===== config.mk =====
export PLATFORM = sky130hd
export DESIGN_NAME = wdg_top
export DESIGN_NICKNAME = d
export VERILOG_FILES = /design/src/rtl/wdg_pkg.sv /design/src/rtl/wdg_regs.sv /design/src/rtl/wdg_presc.sv /design/src/rtl/wdg_core.sv /design/src/rtl/wdg_top.sv
export SDC_FILE = /design/constraint.sdc
export NUM_CORES = 1
export LEC_CHECK = 0
export ABC_AREA = 1
export CAP_MARGIN = 20
export CELL_PAD_IN_SITES_DETAIL_PLACEMENT = 1
export CELL_PAD_IN_SITES_GLOBAL_PLACEMENT = 1
export CORE_MARGIN = 3
export CORE_UTILIZATION = 52
export CTS_BUF_LIST = sky130_fd_sc_hd__clkbuf_4
export DETAILED_ROUTE_END_ITERATION = 6
export DONT_BUFFER_PORTS = 1
export GPL_TIMING_DRIVEN = 0
export HOLD_SLACK_MARGIN = 0.03
export PLACE_DENSITY_LB_ADDON = 0.1
export SLEW_MARGIN = 5
export SYNTH_ARGS = -nofsm -noshare
export SYNTH_HDL_FRONTEND = slang
export SYNTH_HIERARCHICAL = 1
export SYNTH_SLANG_ARGS = --single-unit

===== constraint.sdc =====
create_clock -name clk_i -period 6.4 [get_ports clk_i]
set_input_delay 1.28 -clock clk_i [delete_from_list [all_inputs] [get_ports clk_i]]
set_output_delay 1.28 -clock clk_i [all_outputs]
set_load 0.02 [all_outputs]

===== src/rtl/wdg_pkg.sv =====
package wdg_pkg;
  localparam int KW     = 16;
  localparam int AW     = 2;
  localparam int CW     = 12;
  localparam int PW     = 3;
  localparam int MAX_SH = 6;

  localparam logic [KW-1:0] KEY_START  = 16'hCCCC;
  localparam logic [KW-1:0] KEY_FEED   = 16'hAAAA;
  localparam logic [KW-1:0] KEY_UNLOCK = 16'h5555;

  localparam logic [AW-1:0] A_KEY    = 2'd0;
  localparam logic [AW-1:0] A_PRESC  = 2'd1;
  localparam logic [AW-1:0] A_RELOAD = 2'd2;
  localparam logic [AW-1:0] A_STAT   = 2'd3;
endpackage


===== src/rtl/wdg_regs.sv =====
module wdg_regs
  import wdg_pkg::*;
(
  input  logic          clk_i,
  input  logic          rst_ni,
  input  logic          tick_i,
  input  logic          wr_en_i,
  input  logic [AW-1:0] wr_addr_i,
  input  logic [KW-1:0] wr_data_i,
  input  logic [AW-1:0] rd_addr_i,
  output logic [KW-1:0] rd_data_o,
  output logic          start_o,
  output logic          feed_o,
  output logic [PW-1:0] presc_o,
  output logic [CW-1:0] reload_o
);
  logic          wa_q;
  logic [PW-1:0] presc_sh_q, presc_act_q;
  logic [CW-1:0] rl_sh_q, rl_act_q;
  logic          pbusy_q, rbusy_q;
  logic          key_wr, presc_wr, rl_wr;

  assign key_wr   = wr_en_i && (wr_addr_i == A_KEY);
  assign presc_wr = wr_en_i && (wr_addr_i == A_PRESC) && wa_q;
  assign rl_wr    = wr_en_i && (wr_addr_i == A_RELOAD) && wa_q;
  assign start_o  = key_wr && (wr_data_i == KEY_START);
  assign feed_o   = key_wr && (wr_data_i == KEY_FEED);
  assign presc_o  = presc_act_q;
  assign reload_o = rl_act_q;

  always_ff @(posedge clk_i or negedge rst_ni) begin
    if (!rst_ni) wa_q <= 1'b0;
    else if (key_wr) wa_q <= (wr_data_i == KEY_UNLOCK);
  end

  // shadow takes the write, active copy follows on the next slow tick
  always_ff @(posedge clk_i or negedge rst_ni) begin
    if (!rst_ni) begin
      presc_sh_q  <= '0;
      presc_act_q <= '0;
      pbusy_q     <= 1'b0;
    end else if (presc_wr) begin
      presc_sh_q <= wr_data_i[PW-1:0];
      pbusy_q    <= 1'b1;
    end else if (tick_i && pbusy_q) begin
      presc_act_q <= presc_sh_q;
      pbusy_q     <= 1'b0;
    end
  end

  always_ff @(posedge clk_i or negedge rst_ni) begin
    if (!rst_ni) begin
      rl_sh_q  <= '1;
      rl_act_q <= '1;
      rbusy_q  <= 1'b0;
    end else if (rl_wr) begin
      rl_sh_q <= wr_data_i[CW-1:0];
      rbusy_q <= 1'b1;
    end else if (tick_i && rbusy_q) begin
      rl_act_q <= rl_sh_q;
      rbusy_q  <= 1'b0;
    end
  end

  always_comb begin
    rd_data_o = '0;
    unique case (rd_addr_i)
      A_PRESC:  rd_data_o = {{(KW-PW){1'b0}}, presc_sh_q};
      A_RELOAD: rd_data_o = {{(KW-CW){1'b0}}, rl_sh_q};
      A_STAT:   rd_data_o = {{(KW-2){1'b0}}, rbusy_q, pbusy_q};
      default:  rd_data_o = '0;
    endcase
  end

  a_r2_presc_locked: assert property (@(posedge clk_i) disable iff (!rst_ni)
    (wr_en_i && wr_addr_i == A_PRESC && !wa_q) |=> $stable(presc_sh_q));
  a_r2_reload_locked: assert property (@(posedge clk_i) disable iff (!rst_ni)
    (wr_en_i && wr_addr_i == A_RELOAD && !wa_q) |=> $stable(rl_sh_q));
  a_r4_busy_set: assert property (@(posedge clk_i) disable iff (!rst_ni)
    presc_wr |=> pbusy_q);
  a_r4_busy_clear: assert property (@(posedge clk_i) disable iff (!rst_ni)
    (tick_i && rbusy_q && !rl_wr) |=> !rbusy_q);
endmodule


===== src/rtl/wdg_presc.sv =====
module wdg_presc
  import wdg_pkg::*;
(
  input  logic          clk_i,
  input  logic          rst_ni,
  input  logic          tick_i,
  input  logic          run_i,
  input  logic [PW-1:0] code_i,
  output logic          ptick_o
);
  localparam int PCW = MAX_SH + 2;

  logic [PCW-1:0] pcnt_q;
  logic [PW-1:0]  sh;
  logic [PCW:0]   div;
  logic [PCW-1:0] div_m1;

  always_comb begin
    sh     = (code_i > PW'(MAX_SH)) ? PW'(MAX_SH) : code_i;
    div    = (PCW+1)'(4) << sh;
    div_m1 = PCW'(div - 1'b1);
  end

  // >= keeps a shrunk divider from stalling the count
  assign ptick_o = run_i && tick_i && (pcnt_q >= div_m1);

  always_ff @(posedge clk_i or negedge rst_ni) begin
    if (!rst_ni) pcnt_q <= '0;
    else if (!run_i) pcnt_q <= '0;
    else if (tick_i) pcnt_q <= ptick_o ? '0 : pcnt_q + 1'b1;
  end
endmodule


===== src/rtl/wdg_core.sv =====
module wdg_core
  import wdg_pkg::*;
(
  input  logic          clk_i,
  input  logic          rst_ni,
  input  logic          tick_i,
  input  logic          hw_start_i,
  input  logic          start_i,
  input  logic          feed_i,
  input  logic          ptick_i,
  input  logic [CW-1:0] reload_i,
  output logic          run_o,
  output logic          sys_rst_o
);
  logic          first_q, run_q, rst_q, rcnt_q;
  logic [CW-1:0] cnt_q;
  logic          fire, go;

  assign fire      = run_q && (cnt_q == '0);
  assign go        = (first_q && hw_start_i) || start_i;
  assign run_o     = run_q;
  assign sys_rst_o = rst_q;

  always_ff @(posedge clk_i or negedge rst_ni) begin
    if (!rst_ni) first_q <= 1'b1;
    else first_q <= 1'b0;
  end

  always_ff @(posedge clk_i or negedge rst_ni) begin
    if (!rst_ni) begin
      run_q <= 1'b0;
      cnt_q <= '1;
    end else if (fire) begin
      run_q <= 1'b0;
      cnt_q <= '1;
    end else if (!run_q) begin
      if (go && !rst_q) begin
        run_q <= 1'b1;
        cnt_q <= '1;
      end
    end else if (feed_i) begin
      cnt_q <= reload_i;
    end else if (ptick_i) begin
      cnt_q <= cnt_q - 1'b1;
    end
  end

  // pulse ends on the second slow tick after it rises
  always_ff @(posedge clk_i or negedge rst_ni) begin
    if (!rst_ni) begin
      rst_q  <= 1'b0;
      rcnt_q <= 1'b0;
    end else if (fire) begin
      rst_q  <= 1'b1;
      rcnt_q <= 1'b0;
    end else if (rst_q && tick_i) begin
      if (rcnt_q) rst_q <= 1'b0;
      rcnt_q <= 1'b1;
    end
  end

  a_r5_step: assert property (@(posedge clk_i) disable iff (!rst_ni)
    (run_q && ptick_i && !feed_i && cnt_q != '0) |=>
      (cnt_q == $past(cnt_q) - {{(CW-1){1'b0}}, 1'b1}));
  a_r8_fire: assert property (@(posedge clk_i) disable iff (!rst_ni)
    (run_q && cnt_q == '0) |=> (rst_q && !run_q));
  a_r10_no_stop: assert property (@(posedge clk_i) disable iff (!rst_ni)
    (run_q && cnt_q != '0) |=> run_q);
  a_r8_idle_in_pulse: assert property (@(posedge clk_i) disable iff (!rst_ni)
    rst_q |-> !run_q);
endmodule


===== src/rtl/wdg_top.sv =====
module wdg_top
  import wdg_pkg::*;
(
  input  logic          clk_i,
  input  logic          rst_ni,
  input  logic          tick_i,
  input  logic          hw_start_i,
  input  logic          wr_en_i,
  input  logic [AW-1:0] wr_addr_i,
  input  logic [KW-1:0] wr_data_i,
  input  logic [AW-1:0] rd_addr_i,
  output logic [KW-1:0] rd_data_o,
  output logic          sys_rst_o
);
  logic          start, feed, ptick, run;
  logic [PW-1:0] presc;
  logic [CW-1:0] reload;

  wdg_regs u_regs (
    .clk_i, .rst_ni, .tick_i, .wr_en_i, .wr_addr_i, .wr_data_i,
    .rd_addr_i, .rd_data_o,
    .start_o(start), .feed_o(feed), .presc_o(presc), .reload_o(reload)
  );

  wdg_presc u_presc (
    .clk_i, .rst_ni, .tick_i, .run_i(run), .code_i(presc), .ptick_o(ptick)
  );

  wdg_core u_core (
    .clk_i, .rst_ni, .tick_i, .hw_start_i,
    .start_i(start), .feed_i(feed), .ptick_i(ptick), .reload_i(reload),
    .run_o(run), .sys_rst_o
  );
endmodule


## Word-level counts from Yosys, hierarchy flattened

Cells that the tools add are included.
W data, S select, Z words.

| storage, ports and cells | value |
|---|---|
| word-level logic and storage cells | 81 |
| flip-flop bits (word level) | 57 |

| operators by class | value |
|---|---|
| magnitude comparators | 2 |
| reductions and logical operators | 28 |
| bitwise operators | 2 |
| shift-type cells | 1 |
| equal/unequal tests | 10 |
| mux-type cells | 22 |
| $add $sub $neg | 3 |

Operators with widths:

| cell | count |
|---|---|
| $mux W12 | 5 |
| $pmux W12 S3 | 1 |
| $eq A16 B16 Y1 const B | 2 |
| $mux W8 | 3 |
| $eq A16 B15 Y1 const B | 1 |
| $logic_and A1 B1 Y1 | 15 |
| $logic_not A12 Y1 | 1 |
| $mux W1 | 12 |
| $sub A12 B1 Y12 const B | 1 |
| $add A8 B1 Y8 const B | 1 |
| $ge A8 B8 Y1 | 1 |
| $reduce_and A2 Y1 | 4 |
| $reduce_bool A2 Y1 | 4 |
| $shl A3 B3 Y8 const A | 1 |
| $sub A8 B1 Y8 const B | 1 |
| $eq A2 B2 Y1 const B | 3 |
| $eq A2 B1 Y1 const B | 2 |
| $ne A4 B4 Y1 const B | 1 |
| $gt A3 B3 Y1 const B | 1 |
| $mux W3 | 1 |
| $reduce_bool A3 Y1 | 1 |
| $logic_not A2 Y1 | 1 |
| $ne A2 B2 Y1 const B | 1 |
| $not A1 Y1 | 2 |
| 2 further kinds | 2 |

## Longest topological paths before layout

Gate-level depths: netlist of the first run.

| logic depth | value |
|---|---|
| word-level depth | 10 |
| gate-level depth with buffers | 14 |
| mapped depth without buffers | 13 |

## Modules after synthesis

The synthesis of the first run kept the hierarchy.

By module, submodules not included:

| module | area each (µm²) | cells each | times used | sequential area each (µm²) |
|---|---|---|---|---|
| wdg_regs | 1,690.4 | 204 | 1 | 855.8 |
| wdg_core | 1,151.1 | 175 | 1 | 416.6 |
| wdg_presc | 666.9 | 91 | 1 | 200.2 |

## Worst setup path after synthesis of the first run

No wires, ideal clock.

| path | value |
|---|---|
| path kind | input-to-output |
| start point | input port rd_addr_i[1] |
| end point | output port rd_data_o[10] |
| path slack | 3,132 ps |
| required time | 5,120 ps |
| stages on the path | 4 |
| arrival time | 1,988 ps |
| path through | inv_2 or2_1 buf_2 nor2_1 |

| on the way | value |
|---|---|
| cells in the longest elaborated chain, start to end | 2 |

Ends and longest elaborated chain:

| what | line | source |
|---|---|---|
| start, declared | wdg_top.sv:11 | `input logic [AW-1:0] rd_addr_i,` |
| $eq A2 B2 Y1 or $eq A2 B1 Y1 (tied branches) | wdg_regs.sv:67 | `unique case (rd_addr_i)` |
| $pmux W12 S3 * | wdg_regs.sv:67 |  |
| end, declared | wdg_top.sv:12 | `output logic [KW-1:0] rd_data_o,` |

Mark *: on every way between the ends. The rest lies on a longest branch, timed or not.

## Final worst setup path of the first run

| path | value |
|---|---|
| start point | input port rd_addr_i[1] |
| end point | output port rd_data_o[3] |

The elaborated chain is that of the path after synthesis.

==> flow_summary.ini, run 1 <==
[layout]
final_nets = 518
synthToLayoutAreaGrowth_pct = 8.38
final_area_um2 = 3800
drive_above_1_share = 0.225
n_fill_cell = 839
antenna_cells = 0
seq_area_um2 = 1470
multi_input_area_um2 = 1680
post-route-util = 0.589

[min_path]
hold_depth = 2
whs_endpoint = u_regs/rl_sh_q[5]$_DFFE_PN1P_
holdCritStartpoint = u_regs/rl_sh_q[5]$_DFFE_PN1P_
worstHoldPathType = flop to flop

[timing]
fmax_mhz = 293
hold_viol = 0
skew_ns = 0.0147
grt_setup_unrepaired = false
setup_violations = 0
post-route-period-util = 0.533
tightestPinTransition_ns = 0.513
tns_ns = 0
min_period_ns = 3.41
slew_headroom = 0.656
finalMaxSlewViolations = 0

[global_route]
grt_pass1_vias = 3390
grt_antenna_before_repair = 0
grtUsageTotal = 0.265
grt_max_degree = 58
grt_first_pass_wirelength_um = 15800
overflow = 0

[synthesis]
ys.flop_type = dfstp_2
syn_area_um2 = 3510
synth_area_leaders = dfstp_2 (28%), dfrtp_1 (14%), nand2_1 (13%), nor2_1 (6.6%), inv_1 (6.5%)
syn_inst = 470
synth_cell_types = 38
ys_seq_area_frac = 0.420
synth.largest_area_cell = dfstp_2
yosysWarningCount = 6
async_flop_share = 1.00
synth-seq-cells = 57
synth_edf_count = 0
syn_area_per_cell_um2 = 7.46
yosysTopAreaCellShare = 0.277

[cts]
cts_hold_buf = 0
clk_latency_ns = 0.40
cts-buffers-inserted = 9
cts_tree = yes
cts_resized = 0
path_clk_slew_ns = 0.11
cts-root-buf = clkbuf_4
cts_num_sinks = 57
post-cts-setup-buffers = 0
htree_levels = 3
cts_max_path_buffers = 2

[setup_path]
setup.worst_path.end_class = primary output
crit_type = primary input to primary output
reg2reg_from = u_regs/presc_o[1]$_DFFE_PN0P_
reg2reg_slack_ns = 4.05
r2r_end = u_core/cnt_q[10]$_DFFE_PN1P_
worstRegToRegCells = 14
path_max_fanout = 10
cp.arrival_ns = 2.13
cp.required_ns = 5.12
start_kind = primary input

[floorplan]
start_util = 0.543
die_w_um = 88.1
rows = 29
die_area_um2 = 7770
pin_count = 42
die_y_um = 88.1
core_um2 = 6460

[drt]
ant_nets = 0
wl_per_cell_um = 16.8
firstDrtPassIters = 4
drc = 0
wl_um = 9490
vias_per_cell = 5.47
drt-initial-drc-count = 85
vias = 3096

[outcome]
outcome = completed

[job]
cap_violations = 0

[placement]
port_buffers = 0
hpwl_um = 6630
place_congestion = 0.851
dpl-instance-area_um2 = 3620

[power_and_ir_drop]
pwr_density_cell_nw_per_um2 = 306
ir_drop_mv = 0.121
power_mw = 1.16
leakage_nw = 1.77
-- Yosys cell counts, drive strengths merged (2+ instances only) --
master  number
ha           9
nand2      139
o21bai      11
or2          3
a21oi        8
nor3         2
nand3       36
nand4        5
dfstp       37
inv         68
dfrtp       20
o21ai       42
clkbuf       2
conb         2
o211ai       2
buf         12
nor2        68
-- cells by family (layout without fill, tap and decap cells) --
logic type / count (synthesis) / after routing / share of synthesized area
compound gates: 65 / 65 / 0.117
xor+xnor: 2 / 2 / 0.00499
fa+ha+maj: 9 / 9 / 0.0321
buf+inv: 82 / 98 / 0.104
flops: 57 / 57 / 0.420
other cells: 2 / 5 / 0.00214
simple gates: 253 / 253 / 0.319
-- flip-flops by register name, summed over array words and instances (netlist names) --
register,flops
u_regs/presc_o,3
u_regs/presc_sh_q,3
u_core/cnt_q,12
u_core/run_o,1
u_regs/wa_q,1
u_regs/pbusy_q,1
u_core/sys_rst_o,1
u_regs/rbusy_q,1
u_regs/reload_o,12
u_core/first_q,1
u_presc/pcnt_q,8
u_regs/rl_sh_q,12
u_core/rcnt_q,1
-- through the flow --
step / setup slack [ns] / hold WS [ns] / instances
floorplan: 3.13 / 0.449 / 473
finish: 2.99 / 0.485 / 566
global route: 2.95 / 0.501 / 566
CTS: 2.99 / 0.486 / 566
detailed placement: 2.99 / 0.466 / 550
global placement: 3.04 / 0.460 / 550
-- worst max-delay path by stage --
stage,from,endpoint,depth (start not counted)
floorplan,rd_addr_i[1],rd_data_o[10],4
global placement,rd_addr_i[1],rd_data_o[3],4
detailed placement,rd_addr_i[1],rd_data_o[3],4
CTS,rd_addr_i[1],rd_data_o[3],4
global route,rd_addr_i[1],rd_data_o[10],4
finish,rd_addr_i[1],rd_data_o[3],4
-- critical path: stages --
cell,delay [ns]
inv_2,0.03
or2_1,0.24
buf_2,0.21
nor2_1,0.37
-- report_power, final --
part | total, mW | internal (mW) | switching (mW)
Combinational | 0.338 | 0.119 | 0.219
Clock | 0.346 | 0.198 | 0.149
Sequential | 0.480 | 0.423 | 0.0565
-- per-layer routing --
metal / GRT usage / vias up / wire length [um]
li1: - / 1491 / -
met1: 0.301 / 1524 / 3890
met2: 0.488 / 65 / 5050
met3: 0.0405 / 16 / 342
met4: 0.117 / 0 / 208
met5: 0 / - / 0
-- layout make-up --
class                           count  share of cell area
Tap cell                           77              0.0253
Sequential cell                    57               0.387
Clock buffer                        9              0.0178
Buffer                             14              0.0280
Clock inverter                      7              0.0313
Inverter                           68              0.0684
Multi-Input combinational cell    334               0.442
-- placed cells by master, fill, tap and decap left out, types with 4 or more instances in the layout --
master,Yosys,routed
o21bai_1,10,10
dfstp_2,37,37
clkbuf_4,0,9
ha_1,9,9
conb_1,2,5
a21oi_1,6,6
nand4_1,5,5
nand2_2,12,12
inv_1,61,61
nand2_1,125,125
o21ai_1,22,22
nand3_1,32,32
nor2_1,62,62
inv_2,6,6
dfrtp_1,20,20
buf_4,4,4
o21ai_2,9,9
o21ai_0,11,11
buf_2,4,4
No activity file was read; power rests on OpenSTA's default activity.
==> inputs of run 2 (changes only) <==
CORE_UTILIZATION = 44   (was 52)
clock period = 3.1 ns   (was 6.4 ns; I/O delays follow)
==> run 2 against run 1 <==
Against the previous run:
- flip-flop and latch count did not move
- first-iteration DRC count rose by 29%
- sequential share of layout area fell by 0.37 points
- critical path type is now flop to flop
- core utilization fell by 7.6 points
- largest cell class unchanged
- largest power group unchanged
- setup slack got worse by 2.2 ns
==> flow_summary.ini, run 2 (synthesis gave the netlist of run 1 again) <==
[floorplan]
die_w_um = 95.3
rows = 31
die_area_um2 = 9080
core_um2 = 7490
pin_count = 42
start_util = 0.469
die_y_um = 95.3

[power_and_ir_drop]
ir_drop_mv = 0.234
pwr_density_cell_nw_per_um2 = 575
leakage_nw = 1.78
power_mw = 2.21

[timing]
tightestPinTransition_ns = 0.502
timing.hold.ws_ns = 0.306
tns_ns = 0
min_period_ns = 2.30
skew_ns = 0.00637
grt_setup_unrepaired = false
post-route-period-util = 0.743
fmax_mhz = 434
slew_headroom = 0.665
finalMaxSlewViolations = 0
hold_viol = 0
setup_violations = 0

[drt]
drt-initial-drc-count = 110
vias = 3032
ant_nets = 0
wl_um = 8930
wl_per_cell_um = 15.1
firstDrtPassIters = 4
drc = 0
vias_per_cell = 5.11

[setup_path]
cp.arrival_ns = 2.63
start_kind = flop
critical-path-slowest-cell = dfrtp_1
crit_type = flop to flop
path_max_fanout = 10
crit_top_cell = nand2_1
crit_chain = or2_2 -> nand2_1 -> ha_1 -> nand2_1 -> inv_1 -> a21oi_2 -> a21oi_1 -> nor2_1 -> nand3_2 -> nand2_4 -> inv_6 -> buf_8 -> nand2_1 -> nand2_1
r2r_end = u_core/cnt_q[10]$_DFFE_PN1P_
reg2reg_slack_ns = 0.80
setup.worst_path.end_class = flop
cp.required_ns = 3.43
worstRegToRegCells = 14
reg2reg_from = u_regs/presc_o[1]$_DFFE_PN0P_
max_stage_delay_ns = 0.44

[cts]
clk_latency_ns = 0.39
htree_levels = 3
cts-buffers-inserted = 9
cts_num_sinks = 57
post-cts-setup-buffers = 0
cts_max_path_buffers = 2
cts_resized = 0
path_clk_slew_ns = 0.10
cts-root-buf = clkbuf_4
cts_tree = yes

[layout]
layout_common_cells = nand2_1 (125), nor2_1 (62), inv_1 (61)
synthToLayoutAreaGrowth_pct = 9.42
seq_area_um2 = 1470
antenna_cells = 0
multi_input_area_um2 = 1680
final_area_um2 = 3840
drive_above_1_share = 0.225
layout_commonest_cell = nand2_1
final_nets = 523
n_fill_cell = 947

[min_path]
worstHoldPathType = primary input to flop
whs_endpoint = u_regs/rbusy_q$_DFFE_PN0P_
holdCritStartpoint = tick_i
hold_depth = 1

[placement]
hpwl_um = 6600
port_buffers = 0
place_congestion = 0.806
dpl-instance-area_um2 = 3640

[global_route]
grt_max_degree = 29
overflow = 0
grtUsageTotal = 0.220
grt_first_pass_wirelength_um = 15400
grt_pass1_vias = 3284
grt_antenna_before_repair = 0

[outcome]
outcome = completed

[job]
cap_violations = 0
==> run 2: cell types whose count changed in the layout (fill, tap and decap cells not counted) <==
| cell | change |
|---|---|
| dlygate4sd3_1 | +3 |
| bufinv_16 | -2 |
| buf_12 | +1 |
| buf_6 | +1 |
| clkbuf_4 | +1 |
| clkinv_1 | +1 |
| clkinv_2 | +1 |
| clkinv_4 | -1 |
==> run 2: layout make-up <==
class,count,area share
Multi-Input combinational cell,334,0.438
Sequential cell,57,0.384
Inverter,68,0.0678
Tap cell,99,0.0323
Buffer,14,0.0277
Clock buffer,10,0.0196
Timing Repair Buffer,5,0.0160
Clock inverter,6,0.0153
==> run 2: worst max-delay path by stage <==
| stage | endpoint | slack, ns | startpoint |
|---|---|---|---|
| 2_1_floorplan | u_core/cnt_q[10]$_DFFE_PN1P_ | 1.09 | u_regs/presc_o[1]$_DFFE_PN0P_ |
| 3_3_place_gp | u_core/cnt_q[2]$_DFFE_PN1P_ | 0.85 | wr_addr_i[1] |
| 3_5_place_dp | u_core/cnt_q[10]$_DFFE_PN1P_ | 0.78 | u_regs/presc_o[1]$_DFFE_PN0P_ |
| 4_1_cts | u_core/cnt_q[10]$_DFFE_PN1P_ | 0.77 | u_regs/presc_o[1]$_DFFE_PN0P_ |
| 5_1_grt | u_core/cnt_q[11]$_DFFE_PN1P_ | 0.62 | u_regs/presc_o[1]$_DFFE_PN0P_ |
| 6_report | u_core/cnt_q[10]$_DFFE_PN1P_ | 0.80 | u_regs/presc_o[1]$_DFFE_PN0P_ |
==> run 2: through the flow <==
stage	instances	setup WS [ns]	util
floorplan	473	1.09	-
global placement	572	0.853	0.487
detailed placement	572	0.782	0.487
CTS	591	0.774	0.510
global route	593	0.622	0.513
finish	593	0.796	0.513
==> run 2: critical path, delay by kind of cell (launching register included) <==
kind | cells | cell delay (ns)
AO/OA/AOI/OAI | 2 | 0.31
adder cells (fa/ha/maj) | 1 | 0.23
AND/OR/NAND/NOR | 8 | 1.01
buffers and inverters | 3 | 0.25
flip-flops | 1 | 0.44
==> run 2: power breakdown <==
| group | total [mW] | internal [mW] | switching [mW] |
|---|---|---|---|
| sequential | 0.984 | 0.874 | 0.110 |
| clock | 0.528 | 0.250 | 0.278 |
| combinational | 0.695 | 0.251 | 0.444 |
| total | 2.21 | 1.38 | 0.832 |
==> run 2: repair_timing <==
action,in CTS,in global routing
hold endpoints to repair,28,8
hold buffers,3,1
endpoints found under the setup margin,0,0
==> run 2: layer usage <==
| metal | vias up | wire, um | global-route usage |
|---|---|---|---|
| met5 | - | 0 | 0 |
| met4 | 0 | 38 | 0.0577 |
| met3 | 2 | 363 | 0.0592 |
| met2 | 53 | 4610 | 0.393 |
| met1 | 1469 | 3910 | 0.260 |
| li1 | 1508 | - | - |
